$ cat src/rtl/bp_pkg.sv
package bp_pkg;
  localparam int LANES  = 4;
  localparam int LANE_W = 8;
  localparam int DATA_W = LANES * LANE_W;

  typedef struct packed {
    logic             wrData;
    logic [LANES-1:0] wrDir;
    logic             rdData;
    logic             rdOther;
    logic             capture;
    logic             readLive;
  } portStrobe_t;
endpackage

$ cat src/rtl/bp_ctrl.sv
module bp_ctrl
  import bp_pkg::*;
#(
  parameter int              ADDR_W     = 24,
  parameter logic [ADDR_W-1:0] DATA_ADDR  = 24'h300000,
  parameter logic [ADDR_W-1:0] DIR_BASE   = 24'h400000,
  parameter logic [ADDR_W-1:0] DIR_STRIDE = 24'h040000
) (
  input  logic              clk,
  input  logic              rstN,
  input  logic              busSel,
  input  logic              busWe,
  input  logic [ADDR_W-1:0] busAddr,
  input  logic              modeExt,
  input  logic              extClkN,
  output portStrobe_t       strb
);
  logic [LANES-1:0] dirHit;
  logic dataHit;
  logic syncA, syncB, syncPrev;
  logic extFall;

  assign dataHit = (busAddr == DATA_ADDR);

  for (genvar k = 0; k < LANES; k++) begin : g_dirDecode
    localparam logic [ADDR_W-1:0] LANE_ADDR = DIR_BASE + ADDR_W'(k) * DIR_STRIDE;
    assign dirHit[k] = (busAddr == LANE_ADDR);
  end

  // two-flop synchroniser plus edge history; idle level is high
  always_ff @(posedge clk or negedge rstN) begin
    if (!rstN) begin
      syncA    <= 1'b1;
      syncB    <= 1'b1;
      syncPrev <= 1'b1;
    end else begin
      syncA    <= extClkN;
      syncB    <= syncA;
      syncPrev <= syncB;
    end
  end

  assign extFall = syncPrev & ~syncB;

  always_comb begin
    strb          = '0;
    strb.wrData   = busSel & busWe & dataHit;
    strb.wrDir    = {LANES{busSel & busWe}} & dirHit;
    strb.rdData   = busSel & ~busWe & dataHit;
    strb.rdOther  = busSel & ~busWe & ~dataHit;
    strb.readLive = ~modeExt;
    strb.capture  = modeExt ? extFall : strb.rdData;
  end
endmodule

$ cat src/rtl/bp_datapath.sv
module bp_datapath
  import bp_pkg::*;
(
  input  logic              clk,
  input  logic              rstN,
  input  portStrobe_t       strb,
  input  logic [DATA_W-1:0] busWdata,
  input  logic [DATA_W-1:0] pinsIn,
  output logic [DATA_W-1:0] pinsOut,
  output logic [LANES-1:0]  pinsOe,
  output logic [DATA_W-1:0] busRdata
);
  logic [LANES-1:0]  dirQ;      // 1 = input lane
  logic [DATA_W-1:0] outQ;
  logic [DATA_W-1:0] latchQ;
  logic [DATA_W-1:0] readVal;

  always_ff @(posedge clk or negedge rstN) begin
    if (!rstN) outQ <= '0;
    else if (strb.wrData) outQ <= busWdata;
  end

  for (genvar k = 0; k < LANES; k++) begin : g_lane
    localparam int LO = k * LANE_W;

    always_ff @(posedge clk or negedge rstN) begin
      if (!rstN) dirQ[k] <= 1'b1;
      else if (strb.wrDir[k]) dirQ[k] <= busWdata[0];
    end

    always_ff @(posedge clk or negedge rstN) begin
      if (!rstN) latchQ[LO +: LANE_W] <= '0;
      else if (strb.capture && dirQ[k]) latchQ[LO +: LANE_W] <= pinsIn[LO +: LANE_W];
    end

    always_comb begin
      if (!dirQ[k])           readVal[LO +: LANE_W] = outQ[LO +: LANE_W];
      else if (strb.readLive) readVal[LO +: LANE_W] = pinsIn[LO +: LANE_W];
      else                    readVal[LO +: LANE_W] = latchQ[LO +: LANE_W];
    end
  end

  always_ff @(posedge clk or negedge rstN) begin
    if (!rstN) busRdata <= '0;
    else if (strb.rdData) busRdata <= readVal;
    else if (strb.rdOther) busRdata <= '0;
  end

  assign pinsOut = outQ;
  assign pinsOe  = ~dirQ;
endmodule

$ cat src/rtl/bidir_byte_port.sv
module bidir_byte_port
  import bp_pkg::*;
#(
  parameter int              ADDR_W     = 24,
  parameter logic [ADDR_W-1:0] DATA_ADDR  = 24'h300000,
  parameter logic [ADDR_W-1:0] DIR_BASE   = 24'h400000,
  parameter logic [ADDR_W-1:0] DIR_STRIDE = 24'h040000
) (
  input  logic              clk,
  input  logic              rstN,
  input  logic              busSel,
  input  logic              busWe,
  input  logic [ADDR_W-1:0] busAddr,
  input  logic [31:0]       busWdata,
  output logic [31:0]       busRdata,
  input  logic              modeExt,
  input  logic              extClkN,
  input  logic [31:0]       pinsIn,
  output logic [31:0]       pinsOut,
  output logic [3:0]        pinsOe
);
  portStrobe_t strb;

  bp_ctrl #(
    .ADDR_W(ADDR_W), .DATA_ADDR(DATA_ADDR), .DIR_BASE(DIR_BASE), .DIR_STRIDE(DIR_STRIDE)
  ) i_ctrl (
    .clk(clk), .rstN(rstN), .busSel(busSel), .busWe(busWe), .busAddr(busAddr),
    .modeExt(modeExt), .extClkN(extClkN), .strb(strb)
  );

  bp_datapath i_dp (
    .clk(clk), .rstN(rstN), .strb(strb), .busWdata(busWdata), .pinsIn(pinsIn),
    .pinsOut(pinsOut), .pinsOe(pinsOe), .busRdata(busRdata)
  );
endmodule

$ cat config.mk
export PLATFORM = sky130hd
export DESIGN_NAME = bidir_byte_port
export DESIGN_NICKNAME = d
export VERILOG_FILES = /design/src/rtl/bp_pkg.sv /design/src/rtl/bp_ctrl.sv /design/src/rtl/bp_datapath.sv /design/src/rtl/bidir_byte_port.sv
export SDC_FILE = /design/constraint.sdc
export NUM_CORES = 1
export LEC_CHECK = 0
export CAP_MARGIN = 20
export CORE_ASPECT_RATIO = 0.8
export CORE_MARGIN = 5
export CORE_UTILIZATION = 47
export DETAILED_ROUTE_END_ITERATION = 7
export PLACE_DENSITY = 0.78
export SYNTH_ARGS = -nofsm -noshare
export SYNTH_HDL_FRONTEND = slang
export SYNTH_SLANG_ARGS = --single-unit
$ cat constraint.sdc
create_clock -name clk -period 1.9 [get_ports clk]
set_input_delay 0.38 -clock clk [delete_from_list [all_inputs] [get_ports clk]]
set_output_delay 0.38 -clock clk [all_outputs]
set_load 0.005 [all_outputs]
==> run summary, run 1 <==
Status: complete, but fails checks
Failing checks: setup timing
CTS Hold Bufs: 0
Leakage: 0.003186 uW
Crit Path Max Fanout: 17
Synth unique cells: 34
Place WS: -480.1 ps
Vias in the first global route: 4736
Post-Syn Instances: 469
Max-cap check violation count: 0
Setup WS post-layout: -45.78 ps
CTS tree: built
Max VDD drop: 0.0004083 V
Fraction of layout cells with a size suffix above 1: 22.10%
Final setup viols: 1
Crit path max-delay cell type: o311ai_0
DRT Pass-1 Iters: 5
Crit. End Element: flop
Post-route total power: 4731 uW
Reg-to-reg critical path startpoint: i_dp.dirQ[0]
Cell internal pwr: 3736 uW
First-pass GRT wire length: 24730 um
WL/cell: 19.26 um
Critical Path RT: 2090 ps
Grt ovf: 0
Vias post-DR: 4486
Later-pin clock latency in the skew report: 350 ps
Tcrit/Tclk final: 102.4%
Final std cells w/o fill: 791
Dominant cell type by area after synthesis: dfrtp_1
Switch Pwr: 994.5 uW
Cell row count: 34
Mapped Area: 0.005296 sq mm
Final net count: 736
Combinational power share: 8.5%
Average cell area after synthesis: 11.29 sq um
RSZ-0062 raised after global routing: true
Initial antenna violation count: 0
Crit path arrival time: 2140 ps
DRC: 0
Hold slack: 33.39 ps
Maximum number of pins on one net before global-route repair: 41
Worst path max stage delay: 450 ps
Placed insts: 764
Core Region: 0.01093 sq mm
Max frequency: 513.9 MHz
Die W: 128.7 um
Root Driver: clkbuf_16
Clock transition at path regs: 70 ps
Area contributors post-synth: dfrtp_1, mux2_4, o31ai_2, mux2i_1, o311ai_0
Initial DRC Count: 289
Final Max Slew Viols: 0
ANT cells: 0
Drt total wl: 15240 um
Layout fillers: 782
Final min period: 1946 ps
P&R area growth vs syn: 45.90%
Synth Register Bits: 103
Register share of total power: 46.5%
H-tree depth: 3
Setup CP Type: input pin to flop
Worst setup SP type: input pin
Yosys Warn Count: 0
FF/Latch Area: 0.002586 sq mm
Gpl congestion: 0.8503
Pwr Density: 612.2 mW/mm^2
Switch share: 21.02%
Least-Margin Pin Slew: 584.8 ps
Total CTS buffers: 9
CP cell instances: dlygate4sd2_1 > nor4b_4 > nand4_4 > buf_4 > buf_4 > o311ai_0 > o21ai_0
Critical Path Start: busAddr[18]
Clock skew: 7.724 ps
Seq/Total Area, Yosys: 48.83%
Crit path top cell by count: buf_4
Die area: 0.01350 sq mm
Detail Route Antenna Nets: 0
Num Clock Sinks: 103
Post-synth top area share: 45.36%
Net Count, Synth: 563
CTS max path bufs: 2
# IOs: 162
GRT Util Overall: 22.84%
Max-slew headroom: 61.01%
Vias per Instance: 5.671
DP Wirelength: 10570 um
Chip height: 104.9 um
Final Hold Vio Count: 0
Number of port buffers: 161
Clk pwr share: 45.0%
Multi-input gate area: 0.002520 sq mm
Starting Density: 48.44%
Min-Delay Path Class: input pin to async pin
==> metrics by stage <==
stage	area [sq um]	TNS, ps	util [%]
after floorplan	5305	0	-
after global placement	7186	-32640	65.72
after detailed placement	7186	-40310	65.72
after CTS	7666	0	70.12
after global routing	7727	-481.9	70.68
final	7727	-45.78	70.68
==> registers in the layout, indices dropped and copies added, names as in the netlist <==
name,cells
i_dp.busRdata,32
i_dp.latchQ,32
i_dp.pinsOut,32
i_dp.dirQ,4
i_ctrl.syncA,1
i_ctrl.syncB,1
i_ctrl.syncPrev,1
==> area by class of cell <==
class / instances / area share [%]
multi-input cells: 323 / 32.61
clock buffers: 10 / 3.093
flip-flops and latches: 103 / 33.47
repair buffers: 201 / 26.91
clock inverters: 6 / 1.392
well taps: 144 / 2.332
inverters: 4 / 0.1943
==> worst paths after layout <==
| kind | depth (start not counted) | end | slack (ps) |
|---|---|---|---|
| max in group asynchronous | 2 | i_dp.pinsOut[28] | 1310 |
| max | 7 | i_dp.latchQ[3] | -50 |
| min in group clk | 0 | i_ctrl.syncB | 350 |
| max reg2reg | 4 | i_dp.latchQ[3] | 230 |
| min | 1 | i_dp.pinsOut[4] | 30 |
| min reg2reg | 0 | i_ctrl.syncB | 350 |
==> what timing repair did <==
item / 4_1_cts / 5_1_grt
gates resized for setup: 28 / 27
setup endpoints to repair: 88 / 50
setup buffers: 7 / 1
gates cloned: 3 / 0
pin swaps: 9 / 7
==> cells by family (layout without fill, tap and decap cells) <==
group	count (synthesis)	count (layout)	synth area share, %
and+or+nand+nor	126	126	11.98
AOI/OAI and AO/OA	129	129	18.85
buffers and inverters	43	221	4.512
DFF	103	103	48.83
muxes	68	68	15.83
==> placed cells by master (no fill, tap or decap), types with 26 or more instances in the layout <==
| cell | synthesis | routed |
|---|---|---|
| o31ai_2 | 30 | 29 |
| clkdlybuf4s50_1 | 0 | 136 |
| dfrtp_1 | 96 | 96 |
| mux2_4 | 30 | 30 |
| a21oi_1 | 32 | 32 |
| o311ai_0 | 32 | 29 |
| nand2_1 | 67 | 67 |
| nor2_1 | 33 | 33 |
| buf_4 | 0 | 26 |
| mux2i_1 | 32 | 32 |
==> synth_stat cells (all sizes together) <==
master   n
a21oi   32
buf     13
clkbuf  26
dfrtp   96
dfstp    7
inv      4
mux2    36
mux2i   32
nand2   67
nand2b   1
nand3    1
nand3b   1
nand4    3
nand4b   6
nor2    33
nor3     2
nor3b    1
nor4     8
nor4b    1
o21a     1
o21ai   32
o311ai  32
o31ai   32
or2      1
or3      1
==> per-layer routing <==
layer,track usage (%),routed length [um]
met5,0,0
met4,6.822,273
met3,5.813,1185
met2,35.39,7049
met1,31.70,6730
==> worst max-delay path: cells and delay by family <==
kind                   cells  cell delay (ps)
AOI/OAI and AO/OA          2              630
buffers and inverters      3              640
and+or+nand+nor            2              490
==> power by group through the flow <==
stage                     sequential (uW)  clock [uW]  combinational [uW]
after floorplan                      2240           0                96.5
after global placement               2240           0                 406
after detailed placement             2240           0                 413
after CTS                            2200        2170                 403
after global routing                 2200        2260                 432
final                                2200        2130                 400
No activity file was read; power rests on OpenSTA's default activity.
==> inputs of run 2 (changes only) <==
--- a/config.mk
+++ b/config.mk
@@ -10,7 +10,8 @@
 export CORE_MARGIN = 5
 export CORE_UTILIZATION = 47
 export DETAILED_ROUTE_END_ITERATION = 7
-export PLACE_DENSITY = 0.78
+export HOLD_SLACK_MARGIN = 0.15
+export PLACE_DENSITY = 0.87
 export SYNTH_ARGS = -nofsm -noshare
 export SYNTH_HDL_FRONTEND = slang
 export SYNTH_SLANG_ARGS = --single-unit
==> run 2 against run 1 <==
The flow now finishes without violations. Sequential power is essentially flat. Combinational power grew 4%. Largest power group unchanged. Register-to-register slack gained 120 ps.
==> run summary, run 2 (synthesis gave the netlist of run 1 again) <==
First-pass GRT wire length: 24170 um
DRT Pass-1 Iters: 5
Core Region: 0.01093 sq mm
Cell row count: 34
RSZ-0062 raised after global routing: false
R2R depth: 4
Chip height: 104.9 um
Number of port buffers: 161
Root Driver: clkbuf_16
Max-cap check violation count: 0
# IOs: 162
Met1 usage: 29.61%
DRC: 0
Combinational power share: 9.3%
CTS max path bufs: 2
Final setup viols: 0
Crit path arrival time: 2090 ps
Commonest non-fill, non-tap cell in the layout: clkdlybuf4s50_1
Max VDD drop: 0.0004120 V
Hold Startpoint: i_ctrl.syncA
Initial antenna violation count: 0
Met2 Use GR: 36.09%
Pwr Density: 576.5 mW/mm^2
Leakage: 0.003249 uW
Die area: 0.01350 sq mm
R2r setup slk: 350 ps
Vias post-DR: 4552
Crit Path Max Fanout: 8
Min-Delay Path Class: flop to flop
Vias in the first global route: 4702
Clk pwr share: 41.6%
Hold endpoint: i_ctrl.syncB
Initial DRC Count: 338
Gr busiest metal: met2
CTS tree: built
Reg-to-reg critical path startpoint: i_dp.dirQ[2]
Die W: 128.7 um
Num Clock Sinks: 103
Post-route total power: 4479 uW
H-tree depth: 3
Grt ovf: 0
Detail Route Antenna Nets: 0
Fraction of layout cells with a size suffix above 1: 23.11%
Final Max Slew Viols: 0
ANT cells: 0
Switch share: 22.92%
Critical Path RT: 2130 ps
Starting Density: 48.44%
Gpl congestion: 0.8046
Max frequency: 536.5 MHz
Clock transition at path regs: 70 ps
Hold path cells: 0
Least-Margin Pin Slew: 449.9 ps
Maximum number of pins on one net before global-route repair: 47
Total CTS buffers: 9
GRT Util Overall: 22.38%
Clock skew: 4.955 ps
Worst setup SP type: input pin
Max-slew headroom: 70.01%
DP Wirelength: 10750 um
Switch Pwr: 1027 uW
WL/cell: 19.35 um
Core Util, Final: 71.07%
Cell internal pwr: 3452 uW
Commonest cells after routing, fill and taps aside: clkdlybuf4s50_1, dfrtp_1, nand2_1, nor2_1
Register share of total power: 49.1%
Setup CP Type: input pin to flop
Status: completed
Final min period: 1864 ps
Final Hold Vio Count: 0
P&R area growth vs syn: 46.70%
Vias per Instance: 5.740
Final net count: 738
GR Layer Usage met3: 5.915%
Later-pin clock latency in the skew report: 340 ps
R2R Path End: i_dp.latchQ[20]
Crit. End Element: flop
Tcrit/Tclk final: 98.11%
Drt total wl: 15340 um
## run 2: cell types whose count changed in the layout (fill, tap and decap cells not counted), sizes merged, moves of 3 or more
cell | previous run | this run
dlymetal6s2s | 3 | 9
clkinvlp | 1 | 4
dlygate4sd2 | 16 | 12
clkdlybuf4s15 | 4 | 0
## run 2: worst max-delay path by stage
stage	start	to	slack (ps)	cells past startpoint
floorplan	busAddr[1]	i_dp.pinsOut[10]	8	5
global placement	busAddr[1]	i_dp.dirQ[1]	-530	6
detailed placement	busAddr[18]	i_dp.latchQ[30]	-580	6
CTS	busAddr[0]	i_dp.latchQ[30]	-20	8
global route	busAddr[6]	i_dp.pinsOut[4]	10	7
finish	busAddr[6]	i_dp.pinsOut[4]	40	7
## run 2: what timing repair did
action / 4_1_cts / 5_1_grt
pin swaps: 7 / 8
resized for setup: 46 / 40
hold endpoints to repair: 21 / 0
endpoints found under the setup margin: 99 / 69
cloned: 2 / 0
setup buffers: 11 / 0
hold buffers: 1 / 0
## run 2: layout make-up
cell class	count	area, sq um
clock inverter	6	68.82
tap	144	180.2
multi-input combinational	323	2577
sequential	103	2586
timing repair buffer	203	2113
clock buffer	10	229.0
fill	755	3163
inverter	4	15.01
## run 2: power groups by stage
stage,sequential (uW),clock [uW],combinational [uW]
2_1_floorplan,2240,0,96.5
3_3_place_gp,2240,0,402
3_5_place_dp,2240,0,410
4_1_cts,2200,1900,413
5_1_grt,2200,1990,446
6_report,2200,1860,417
## run 2: metrics by stage
| stage | instances | hold slack (ps) | setup TNS [ps] | cell area, sq um | setup WS [ps] |
|---|---|---|---|---|---|
| 2_1_floorplan | 469 | 84.41 | 0 | 5305 | 8.016 |
| 3_3_place_gp | 764 | 347.2 | -37840 | 7216 | -525.9 |
| 3_5_place_dp | 764 | 346.8 | -42960 | 7216 | -584.1 |
| 4_1_cts | 794 | 356.3 | -40.95 | 7711 | -20.60 |
| 5_1_grt | 793 | 360.9 | 0 | 7770 | 13.03 |
| 6_report | 793 | 356.5 | 0 | 7770 | 35.92 |
## run 2: routing by layer
metal  wire length [um]  share of wire (%)  vias up
li1                   -                  -     2075
met2               7330                 48      226
met4                251                1.6        0
met5                  0                  0        -
met1               6399                 42     2230
met3               1360                8.9       21
## run 2: critical path, cell delays in order
cell and delay (ps):
clkdlybuf4s50_1 460, nor4_4 230, nand4_4 170, nor3_4 200, buf_6 180, buf_12 150
mux2_4 310
==> inputs of run 3 (changes only) <==
--- a/config.mk
+++ b/config.mk
@@ -8,10 +8,11 @@
 export CAP_MARGIN = 20
 export CORE_ASPECT_RATIO = 0.8
 export CORE_MARGIN = 5
-export CORE_UTILIZATION = 47
+export CORE_UTILIZATION = 45
 export DETAILED_ROUTE_END_ITERATION = 7
-export HOLD_SLACK_MARGIN = 0.15
+export HOLD_SLACK_MARGIN = 0.12
 export PLACE_DENSITY = 0.87
 export SYNTH_ARGS = -nofsm -noshare
 export SYNTH_HDL_FRONTEND = slang
+export SYNTH_HIERARCHICAL = 1
 export SYNTH_SLANG_ARGS = --single-unit
==> run 3 against run 2 <==
Sequential cell count is the same. The run now ends with setup timing left. Worst setup slack got worse by 320 ps. Cell count decreased by 12%. Area after synthesis down 13%. Critical path depth increased by 2. Largest power group unchanged.
==> run summary, run 3 <==
Commonest non-fill, non-tap cell in the layout: clkdlybuf4s50_1
Num Clock Sinks: 103
Max VDD drop: 0.0005348 V
R2R depth: 5
Initial DRC Count: 197
Post-synth EDFFs: 0
Final std cells w/o fill: 698
Crit. End Element: flop
Net Count, Synth: 454
Critical Path RT: 2130 ps
Vias per Instance: 5.246
CP cell instances: buf_6 > nor4_4 > nand4_1 > or4_4 > buf_6 > nor2_4 > buf_6 > buf_8 > mux2_4
Root Driver: clkbuf_16
Setup WS post-layout: -284.1 ps
Synth unique cells: 31
Final min period: 2184 ps
Top FF cell, synth: dfrtp_1
Final Max Slew Viols: 0
Switch Pwr: 1116 uW
H-tree depth: 3
Cell internal pwr: 3908 uW
Total CTS buffers: 9
Grt ovf: 0
First-pass GRT wire length: 21780 um
Starting Density: 45.42%
Average cell area after synthesis: 12.76 sq um
GRT Util Overall: 23.05%
Cell row count: 33
Combinational power share: 12.0%
Synth top cells by count: dfrtp_1, mux2_2, o21ai_0
CTS tree: built
Hold path cells: 0
Yosys Warn Count: 6
Crit Path Max Fanout: 7
Least-Margin Pin Slew: 549.2 ps
Vias in the first global route: 4067
Seq/Total Area, Yosys: 56.29%
Final setup viols: 99
Mapped Area: 0.004594 sq mm
Tcrit/Tclk final: 115.0%
Hold slack: 357.5 ps
Placed insts: 662
Detail Route Antenna Nets: 0
Worst path max stage delay: 590 ps
Final Hold Vio Count: 0
Worst path depth: 9
Worst setup SP type: input pin
WP buf/inv: 4
Clock transition at path regs: 70 ps
Core Region: 0.01012 sq mm
CTS max path bufs: 2
Crit path max-delay cell type: or4_4
Pwr Density: 661.9 mW/mm^2
Fraction of layout cells with a size suffix above 1: 37.52%
Gpl congestion: 0.7807
Drt total wl: 14220 um
Clk pwr share: 40.3%
P&R area growth vs syn: 65.22%
Min-Delay Path Class: flop to flop
Max-slew headroom: 63.38%
Async S/R FF share, synth: 100.0%
Clock skew: 5.449 ps
DRT Pass-1 Iters: 4
Synth Register Bits: 103
WL/cell: 20.38 um
Maximum number of pins on one net before global-route repair: 40
Later-pin clock latency in the skew report: 340 ps
Post-Syn Instances: 360
Switch share: 22.21%
Setup CP Type: input pin to flop
Number of port buffers: 161
Max-cap check violation count: 0
Chip height: 100.4 um
Commonest cells after routing, fill and taps aside: clkdlybuf4s50_1, dfrtp_1
Die W: 123.0 um
Leakage: 0.003503 uW
DP Wirelength: 9173 um
Crit path arrival time: 2410 ps
Die area: 0.01234 sq mm
Initial antenna violation count: 1
# IOs: 162
Dominant cell type by area after synthesis: dfrtp_1
Final net count: 646
RSZ-0062 raised after global routing: true
Crit-path leading delay family: simple AND/OR/NAND/NOR gates
Top-count cell post-synth: dfrtp_1
Post-synth top area share: 52.29%
Crit path top cell by count: buf_6
Register share of total power: 47.7%
Vias post-DR: 3662
Status: complete, but fails checks
Area contributors post-synth: dfrtp_1, mux2_2, mux2i_1, a21o_1, dfstp_2
DRC: 0
Failing checks: setup timing
Max frequency: 457.9 MHz
-- run 3: cell types whose count changed in the layout (fill, tap and decap cells not counted), moves of 21 or more --
cell	before	now
nor2_1	33	3
o21ai_2	3	24
a21o_1	0	32
nand2_1	66	6
mux2_2	4	32
o31ai_2	30	0
-- run 3: metal layers --
layer / wire [um] / GRT usage (%) / up-vias / part of all wire, %
li1: - / - / 1686 / -
met1: 5700 / 28.20 / 1820 / 40
met2: 7253 / 39.73 / 136 / 51
met3: 990 / 5.859 / 20 / 7.0
met4: 278 / 7.915 / 0 / 2.0
met5: 0 / 0 / - / 0
-- run 3: per-stage QoR --
stage	setup slack, ps	TNS, ps	power (uW)	util [%]	instance area (sq um)
after floorplan	-310.2	-25570	2657	-	4772
after global placement	-937.1	-88340	2971	65.74	6650
after detailed placement	-1003	-94730	3007	65.74	6650
after CTS	-224.5	-15750	5029	73.84	7470
after global routing	-324.7	-27480	5221	75.04	7591
final	-284.1	-22850	5025	75.04	7591
-- run 3: power by group through the flow --
| stage | Clock (uW) | Sequential (uW) | Combinational [uW] |
|---|---|---|---|
| after floorplan | 0 | 2410 | 245 |
| after global placement | 0 | 2420 | 549 |
| after detailed placement | 0 | 2430 | 573 |
| after CTS | 2050 | 2390 | 584 |
| after global routing | 2160 | 2410 | 649 |
| final | 2020 | 2400 | 605 |
-- run 3: path summary, 6_finish.rpt --
path                            slack (ps)         start               end
worst max-delay path                  -280   busAddr[14]  i_dp/pinsOut[21]
worst min-delay path                   360  i_ctrl/syncA      i_ctrl/syncB
worst max register to register         280  i_ctrl/syncB   i_dp/latchQ[29]
worst min register to register         360  i_ctrl/syncA      i_ctrl/syncB
max in group asynchronous              630          rstN  i_dp/pinsOut[19]
min in group asynchronous              580          rstN   i_dp/latchQ[13]
-- run 3: what timing repair did --
item,4_1_cts,5_1_grt
pin swaps,11,18
setup buffers,14,2
setup endpoints to repair,100,100
hold endpoints to repair,32,0
hold buffers,1,0
cloned,6,2
resized for setup,145,49
-- run 3: cell families after synthesis --
group | after synthesis | share of synthesized area, %
AOI/OAI and AO/OA | 101 | 12.91
buffers and inverters | 27 | 3.894
DFF | 103 | 56.29
muxes | 96 | 22.66
and+or+nand+nor | 33 | 4.249
-- run 3: layout make-up --
class / count / area (sq um)
Antenna cell: 1 / 2.502
Clock buffer: 11 / 252.7
Clock inverter: 5 / 80.08
Fill cell: 647 / 2525
Inverter: 5 / 18.77
Multi-Input combinational cell: 230 / 2327
Sequential cell: 103 / 2586
Tap cell: 140 / 175.2
Timing Repair Buffer: 203 / 2148
